==> src/rtl/rord_flags.sv <==
// Sticky error flags. Uniqueness is flagged on the cycle after a duplicate.
// Liveness and causality are judged on the check cycle.
// Assumes chk comes at most once per reset period.
module rord_flags #(
    parameter int NRET = 2
) (
    input  logic            clk,
    input  logic            rst_n,
    input  logic            chk_i,
    input  logic            fire_i,
    input  logic            armed_i,
    input  logic            halt_i,
    input  logic [NRET-1:0] eq_k_i,
    input  logic [NRET-1:0] eq_next_i,
    input  logic [NRET-1:0] older_rd_i,
    output logic            err_live_o,
    output logic            err_uniq_o,
    output logic            err_causal_o
);
    localparam int CW = $clog2(NRET + 1);

    logic          seen_next_q, causal_q, live_q, uniq_q, cz_q;
    logic [CW-1:0] k_cnt;
    logic          dup_hit, live_fail, causal_fail;

    // Count the lanes that carry the reference index this cycle.
    always_comb begin
        k_cnt = '0;
        for (int i = 0; i < NRET; i++) k_cnt = k_cnt + CW'(eq_k_i[i]);
    end

    assign dup_hit     = armed_i ? (|eq_k_i) : (fire_i && (k_cnt > CW'(1)));
    assign live_fail   = chk_i && (fire_i || armed_i) && !halt_i && !seen_next_q;
    assign causal_fail = chk_i && armed_i && (causal_q || (|older_rd_i));

    // Track the successor and older readers seen before the check cycle.
    always_ff @(posedge clk) begin
        if (!rst_n) begin
            seen_next_q <= 1'b0;
            causal_q    <= 1'b0;
        end else begin
            if ((fire_i || armed_i) && !chk_i && (|eq_next_i)) seen_next_q <= 1'b1;
            if (armed_i && (|older_rd_i)) causal_q <= 1'b1;
        end
    end

    // Latch the sticky error outputs.
    always_ff @(posedge clk) begin
        if (!rst_n) begin
            live_q <= 1'b0;
            uniq_q <= 1'b0;
            cz_q   <= 1'b0;
        end else begin
            if (live_fail)   live_q <= 1'b1;
            if (dup_hit)     uniq_q <= 1'b1;
            if (causal_fail) cz_q   <= 1'b1;
        end
    end

    assign err_live_o   = live_q;
    assign err_uniq_o   = uniq_q;
    assign err_causal_o = cz_q;


    uniq_prompt_chk: assert property (@(posedge clk) disable iff (!rst_n)
        (armed_i && (|eq_k_i)) |=> err_uniq_o);

    live_at_check_chk: assert property (@(posedge clk) disable iff (!rst_n)
        $rose(err_live_o) |-> $past(chk_i));

    halt_waive_chk: assert property (@(posedge clk) disable iff (!rst_n)
        (chk_i && armed_i && halt_i && !err_live_o) |=> !err_live_o);

    causal_at_check_chk: assert property (@(posedge clk) disable iff (!rst_n)
        $rose(err_causal_o) |-> $past(chk_i && armed_i));
endmodule

==> config.mk <==
export PLATFORM = sky130hd
export DESIGN_NAME = rord_flags
export DESIGN_NICKNAME = d
export VERILOG_FILES = /design/src/rtl/rord_flags.sv
export SDC_FILE = /design/constraint.sdc
export NUM_CORES = 1
export LEC_CHECK = 0
export ABC_CLOCK_PERIOD_IN_PS = 1000
export BUFFER_PORTS_ARGS = -buffer_cell sky130_fd_sc_hd__clkbuf_2
export CAP_MARGIN = 40
export CORE_AREA = 2 2 39 41
export DETAILED_ROUTE_END_ITERATION = 8
export DIE_AREA = 0 0 41 43
export GPL_ROUTABILITY_DRIVEN = 0
export PLACE_DENSITY = 0.39
export SLEW_MARGIN = 20
export SYNTH_ARGS = -nofsm -noshare
export SYNTH_HDL_FRONTEND = slang
export SYNTH_SLANG_ARGS = --single-unit
==> constraint.sdc <==
create_clock -name clk -period 1 [get_ports clk]
set_clock_uncertainty 0.1 [all_clocks]
set_input_delay 0.15 -clock clk [delete_from_list [all_inputs] [get_ports clk]]
set_output_delay 0.15 -clock clk [all_outputs]
set_load 0.05 [all_outputs]
; Word level (Yosys, flattened, before mapping)
; Index checks and enable logic that the tools add are counted.
[op_classes]
add_sub_neg = 1
mul = 0
n_div = 0
order_cmp = 1
n_eq_ne = 0
n_shift = 0
muxes = 1
bitwise_logic = 0
n_reduce_logical = 17
[op_table]
columns = op, n
row1 = logical AND 1 bit, 9
row2 = OR reduction 2 bit, 3
row3 = logical NOT 1 bit, 3
row4 = adder 1 x 1 -> 2 bit, 1
row5 = "greater-than comparator 2 x 1 -> 1 bit, second input constant", 1
row6 = logical OR 1 bit, 2
row7 = two-way mux 1 bit, 1
[word_totals]
reg_bits = 5
latchBits = 0
ramBits = 0
rom_bits = 0
in_bits = 12
output_inout_bits = 3
n_memories = 0

; Depth between registers and ports, before layout
; Gate-level depths: netlist of run 1.
[depth]
depth_word = 4
depth_mapped = 2

; Worst setup path after synthesis of run 1
; OpenSTA, ideal clock, no wires.
[synth_path]
kind = register -> register
start = register err_uniq_o (netlist name)
end = register uniq_q, in the netlist err_uniq_o
t_arrival_ns = 0.813
t_required_ns = 0.830
path_slack_ns = 0.017
path_stages_with_launch = 3
path_cell_list = dfxtp_1 a31oi_1 a21boi_1
[synth_lines]
columns = element, line
row1 = to (signal assigned), 51  ; uniq_q <= 1'b0;
row2 = to (signal assigned), 55  ; if (dup_hit) uniq_q <= 1'b1;
row3 = to (decl), 22  ; logic seen_next_q, causal_q, live_q, uniq_q, cz_q;

; Worst setup path after layout of run 1
[layout_path]
start = register live_q, in the netlist err_live_o
end = output port err_live_o
[layout_lines]
columns = element, line
row1 = from (decl), 22
row2 = from (signal assigned), 50  ; live_q <= 1'b0;
row3 = from (signal assigned), 54  ; if (live_fail) live_q <= 1'b1;
row4 = to (decl), 16  ; output logic err_live_o,
; No word-level cell between the ends.

==> results.toml, run 1 <==
[run_status]
status = "complete, no violations"

[setup_path]
crit_chain = "buf_8"
worstSetupPathType = "reg2out"
cpMaxStageDelayCell = "dfxtp_2"
critical-path-top-delay-family = "flip-flops"
path_max_fanout = 2
max_stage_delay_ns = 0.33
cp-end-kind = "output pin"
cp-start-kind = "register"
path_buf_inv = 1
worstPathArrival_ns = 0.72
critPathRequiredTime_ns = 0.75

[logic_synthesis]
netlist.area_leader.share = 0.503
synth_top_family_by_area = "compound AO/OA/AOI/OAI gates"
ys_warn_count = 0
synth.net_count = 34
ys_seq_area_frac = 0.503
synthXorXnorAreaFrac = 0
synth_area_leader_cell = "dfxtp_1"
synth_fa_ha_area_frac = 0
synth_seq_cells = 5
syn_avg_cell_area_um2 = 9.04
synthCells = 22
synth.mux.area_fraction = 0
ys_types = 12
synth_simple_gate_area_frac = 0.220
synthTopCellsByArea = "dfxtp_1 50%, o31ai_2 6.3%, nand2_1 5.7%"
netlist_area_um2 = 199
synth-compound-area-share = 0.277

[global_routing]
grt_overflow = 0
grt_first_pass_wirelength_um = 807
grt_max_degree = 9
grtUsageTotal = 0.0742
use_met2 = 0.0875
antenna_found_initial = 0
busiest_layer = "met2"
grt_use_met3 = 0.0838
grt_pass1_vias = 221
grtUsageMet1 = 0.0769

[clocking]
h-tree-depth = 1
clk_pin_slew_ns = 0.05
clock_latency_ns = 0.24
cts.sinks = 5
hold_buffers = 0
root_buffer = "clkbuf_4"
post-cts-setup-buffers = 0
cts_buffer_depth = 2
cts_buffers = 3
cts_tree = "done"

[routing]
wire_per_inst_um = 8.68
num_vias = 228
routed_wl_um = 486
vias_per_cell = 4.07
drt_iter0_markers = 3
drt_pass1_iterations = 2
drtAntennaViolNets = 0
drcViolationCount = 0

[sta]
setup_violations = 0
rsz0062_at_grt = "true"
hold_viol = 0
post-route-min-period_ns = 0.968
min_period_over_period = 0.968
slew-limit-headroom = 0.847
clock.fmax_mhz = 1030
timing.final.ws_setup_ns = 0.0322
tightestPinTransition_ns = 0.228
drv_slew = 0

[hold_path]
hold_path.class = "in2reg"

[job]
drv_cap = 0

[die]
core-area_um2 = 1380
floorplan.rows = 14
start_util = 0.144
pin_count = 15
die_w_um = 41
die_area_um2 = 1760
die_h_um = 43

[placed_design]
dp_hpwl_um = 406
pre_cts_ws_ns = 0.151
port_buffers = 14

[power]
p_total_uw = 585
p_per_area_nw_per_um2 = 1680
ir_drop_uv = 642
p_leak_uw = 0.000155

[cells_and_area]
drive_gt1_frac = 0.550
antenna_cells = 0
syn_to_final_growth_pct = 75.5
nFillCells = 158
layout.nets = 53
[registers in the layout, summed over array words and instances, names as in the netlist]
name          cells
causal_q          1
err_causal_o      1
err_live_o        1
err_uniq_o        1
seen_next_q       1
[final timing paths]
check	cells past startpoint	startpoint	endpoint	slack [ns]
max	1	err_live_o$_SDFFE_PN0P_	err_live_o	0.03
min	2	chk_i	seen_next_q$_SDFFE_PN0P_	0.03
max reg2reg	2	causal_q$_SDFFE_PN0P_	err_causal_o$_SDFFE_PN0P_	0.14
min reg2reg	2	seen_next_q$_SDFFE_PN0P_	seen_next_q$_SDFFE_PN0P_	0.35
[area by class of cell]
class | instances | area (um2) | area share
repair buffers | 14 | 100 | 0.287
clock buffers | 4 | 26.3 | 0.0753
flip-flops and latches | 5 | 104 | 0.297
multi-input cells | 17 | 98.8 | 0.283
well taps | 16 | 20.0 | 0.0573
[power by group]
| part | internal [uW] | switching (uW) | total (uW) |
|---|---|---|---|
| Sequential | 219 | 10.8 | 230 |
| Clock | 151 | 83.7 | 235 |
| Combinational | 56.0 | 64.3 | 120 |
[Yosys cell counts, drive strengths merged]
| library cell | count |
|---|---|
| a31oi | 1 |
| nand2 | 3 |
| nand4bb | 1 |
| dfxtp | 5 |
| a21boi | 1 |
| o21ai | 5 |
| o31ai | 1 |
| nor3 | 1 |
| nand3 | 1 |
| nor2 | 3 |
[cells in the final DEF, fill, tap and decap left out]
cell type / synthesis / routed
a21boi_1: 1 / 1
a31oi_1: 1 / 1
buf_8: 0 / 3
clkbuf_1: 0 / 1
clkbuf_2: 0 / 11
clkbuf_4: 0 / 3
dfxtp_1: 5 / 2
dfxtp_2: 0 / 3
nand2_1: 3 / 3
nand3_1: 1 / 1
nand4bb_1: 1 / 1
nor2_1: 3 / 3
nor3_1: 1 / 1
o21ai_0: 2 / 2
o21ai_1: 2 / 2
o21ai_2: 1 / 1
o31ai_2: 1 / 1
[layer usage]
| metal | vias to the layer above | wire (um) |
|---|---|---|
| met4 | 0 | 0 |
| met1 | 97 | 207 |
| met3 | 0 | 86 |
| li1 | 118 | - |
| met5 | - | 0 |
| met2 | 13 | 191 |
[cell families after synthesis]
logic type and after synthesis:
AND/OR/NAND/NOR 9, flip-flops 5, AO/OA/AOI/OAI 8
[through the flow]
step / cell area [um2] / util / setup TNS, ns / hold WS [ns] / instances
after CTS: 345 / 0.250 / 0 / 0.0289 / 56
after detailed placement: 289 / 0.209 / 0 / 0.290 / 52
after floorplan: 199 / - / 0 / 0.146 / 22
final: 349 / 0.252 / 0 / 0.0319 / 56
after global routing: 349 / 0.252 / -0.00800 / 0.0329 / 56
after global placement: 289 / 0.209 / 0 / 0.287 / 52
[what timing repair did]
| item | CTS | global route |
|---|---|---|
| setup endpoints to repair | 3 | 3 |
| cloned | 0 | 0 |
| gates resized for setup | 9 | 3 |
No activity file was read; power rests on OpenSTA's default activity.
==> run 2, diff against run 1 <==
ABC_AREA = 1   (was not set)
PLACE_DENSITY = 0.43   (was 0.39)
==> results.toml, run 2 <==
[global_routing]
grt_pass1_vias = 231
grt_overflow = 0
grt_first_pass_wirelength_um = 814
antenna_found_initial = 0
grtUsageTotal = 0.0744
grt_max_degree = 5

[setup_path]
path_max_fanout = 2
critical-path-top-delay-family = "flip-flops"
cpMaxStageDelayCell = "dfxtp_2"
critPathRequiredTime_ns = 0.75
cp-end-kind = "output pin"
cp-start-kind = "register"
worstPathArrival_ns = 0.72
worstSetupPathType = "reg2out"
max_stage_delay_ns = 0.34
crit_chain = "buf_8"
path_buf_inv = 1

[clocking]
post-cts-setup-buffers = 0
cts_buffers = 3
clock_latency_ns = 0.24
cts_tree = "done"
hold_buffers = 0
root_buffer = "clkbuf_4"
h-tree-depth = 1
clk_pin_slew_ns = 0.04
post_cts_resized = 8
cts_buffer_depth = 2
cts.sinks = 5

[logic_synthesis]
synth_area_leader_cell = "dfxtp_1"
synth.most_common_cell = "inv_1"
async_flop_share = 0
synth.net_count = 49
netlist_top_cells_count = "10 x inv_1, 8 x nand2_1, 5 x dfxtp_1"
ys_seq_area_frac = 0.410
synthTopCellsByArea = "dfxtp_1 41%, inv_1 15%, nand2_1 12%"
synth_flop_cell = "dfxtp_1"
netlist_area_um2 = 244
synth_edf_count = 0
netlist.area_leader.share = 0.410
synthCells = 37
ys_warn_count = 0
synth_seq_cells = 5
syn_avg_cell_area_um2 = 6.59
ys_types = 11

[cells_and_area]
layout.nets = 68
syn_to_final_growth_pct = 61.5
multi_input_area_um2 = 103
layoutNonFillerInstCount = 71
layout_common_cells = "11 x clkbuf_2, 10 x inv_1, 8 x nand2_1"
seqCellArea_um2 = 104
final_common_cell = "clkbuf_2"
drive_gt1_frac = 0.436
nFillCells = 158
antenna_cells = 0

[die]
floorplan.rows = 14
start_util = 0.176
core-area_um2 = 1380
pin_count = 15
die_area_um2 = 1760
die_h_um = 43
die_w_um = 41

[sta]
hold_viol = 0
slew-limit-headroom = 0.909
clock.fmax_mhz = 1030
drv_slew = 0
whs_ns = 0.0636
setup_violations = 0
post-route-min-period_ns = 0.969
min_period_over_period = 0.969
rsz0062_at_grt = "true"
tightestPinTransition_ns = 0.135

[routing]
drt_iter0_markers = 7
vias_per_cell = 3.70
drt_pass1_iterations = 4
drcViolationCount = 0
routed_wl_um = 476
num_vias = 263
wire_per_inst_um = 6.70
drtAntennaViolNets = 0

[power]
ir_drop_uv = 449
p_per_area_nw_per_um2 = 1490
p_total_uw = 588
p_leak_uw = 0.000215

[placed_design]
dp_hpwl_um = 395
port_buffers = 14
place_inst = 67

[hold_path]
hold_path.class = "in2reg"

[job]
drv_cap = 0

[run_status]
status = "complete, no violations"
## run 2: kinds of logic after synthesis
logic type / Yosys count / synth area share
DFF: 5 / 0.410
AOI/OAI and AO/OA: 7 / 0.159
and+or+nand+nor: 14 / 0.262
buffers and inverters: 11 / 0.169
## run 2: routing by layer
metal  vias up  GRT usage  share of wire
met3         0     0.0366          0.090
li1        146          -              -
met4         0     0.0800              0
met1       107     0.0841           0.46
met5         -          0              0
met2        10     0.0906           0.45
## run 2: worst paths after layout
check                                          startpoint                       to  slack [ns]  depth (start not counted)
worst min register to register    err_uniq_o$_SDFFE_PN0P_  err_uniq_o$_SDFFE_PN0P_        0.36                          2
worst max-delay path            err_causal_o$_SDFFE_PN0P_             err_causal_o        0.03                          1
worst max register to register   seen_next_q$_SDFFE_PN0P_  err_live_o$_SDFFE_PN0P_        0.21                          3
worst min-delay path                               halt_i  err_live_o$_SDFFE_PN0P_        0.06                          4
## run 2: metrics by stage
step | instance area [um2] | util | setup WS, ns | TNS (ns)
after floorplan | 245 | - | 0.0209 | 0
after global placement | 335 | 0.242 | 0.173 | 0
after detailed placement | 335 | 0.242 | 0.161 | 0
after CTS | 390 | 0.282 | -0.000455 | -0.000468
after global routing | 394 | 0.285 | -0.00587 | -0.00816
final | 394 | 0.285 | 0.0307 | 0
## run 2: report_power, final
part	switching (uW)	leakage [uW]	internal [uW]
clock network	81.9	0.0000150	151
logic	69.3	0.000158	57.2
registers	10.9	0.0000424	217
total	162	0.000215	426
## run 2: cell type report
| cell class | instances | share of cell area |
|---|---|---|
| flip-flops and latches | 5 | 0.263 |
| multi-input cells | 21 | 0.260 |
| repair buffers | 14 | 0.254 |
| inverters | 11 | 0.105 |
| clock buffers | 4 | 0.0667 |
| well taps | 16 | 0.0508 |
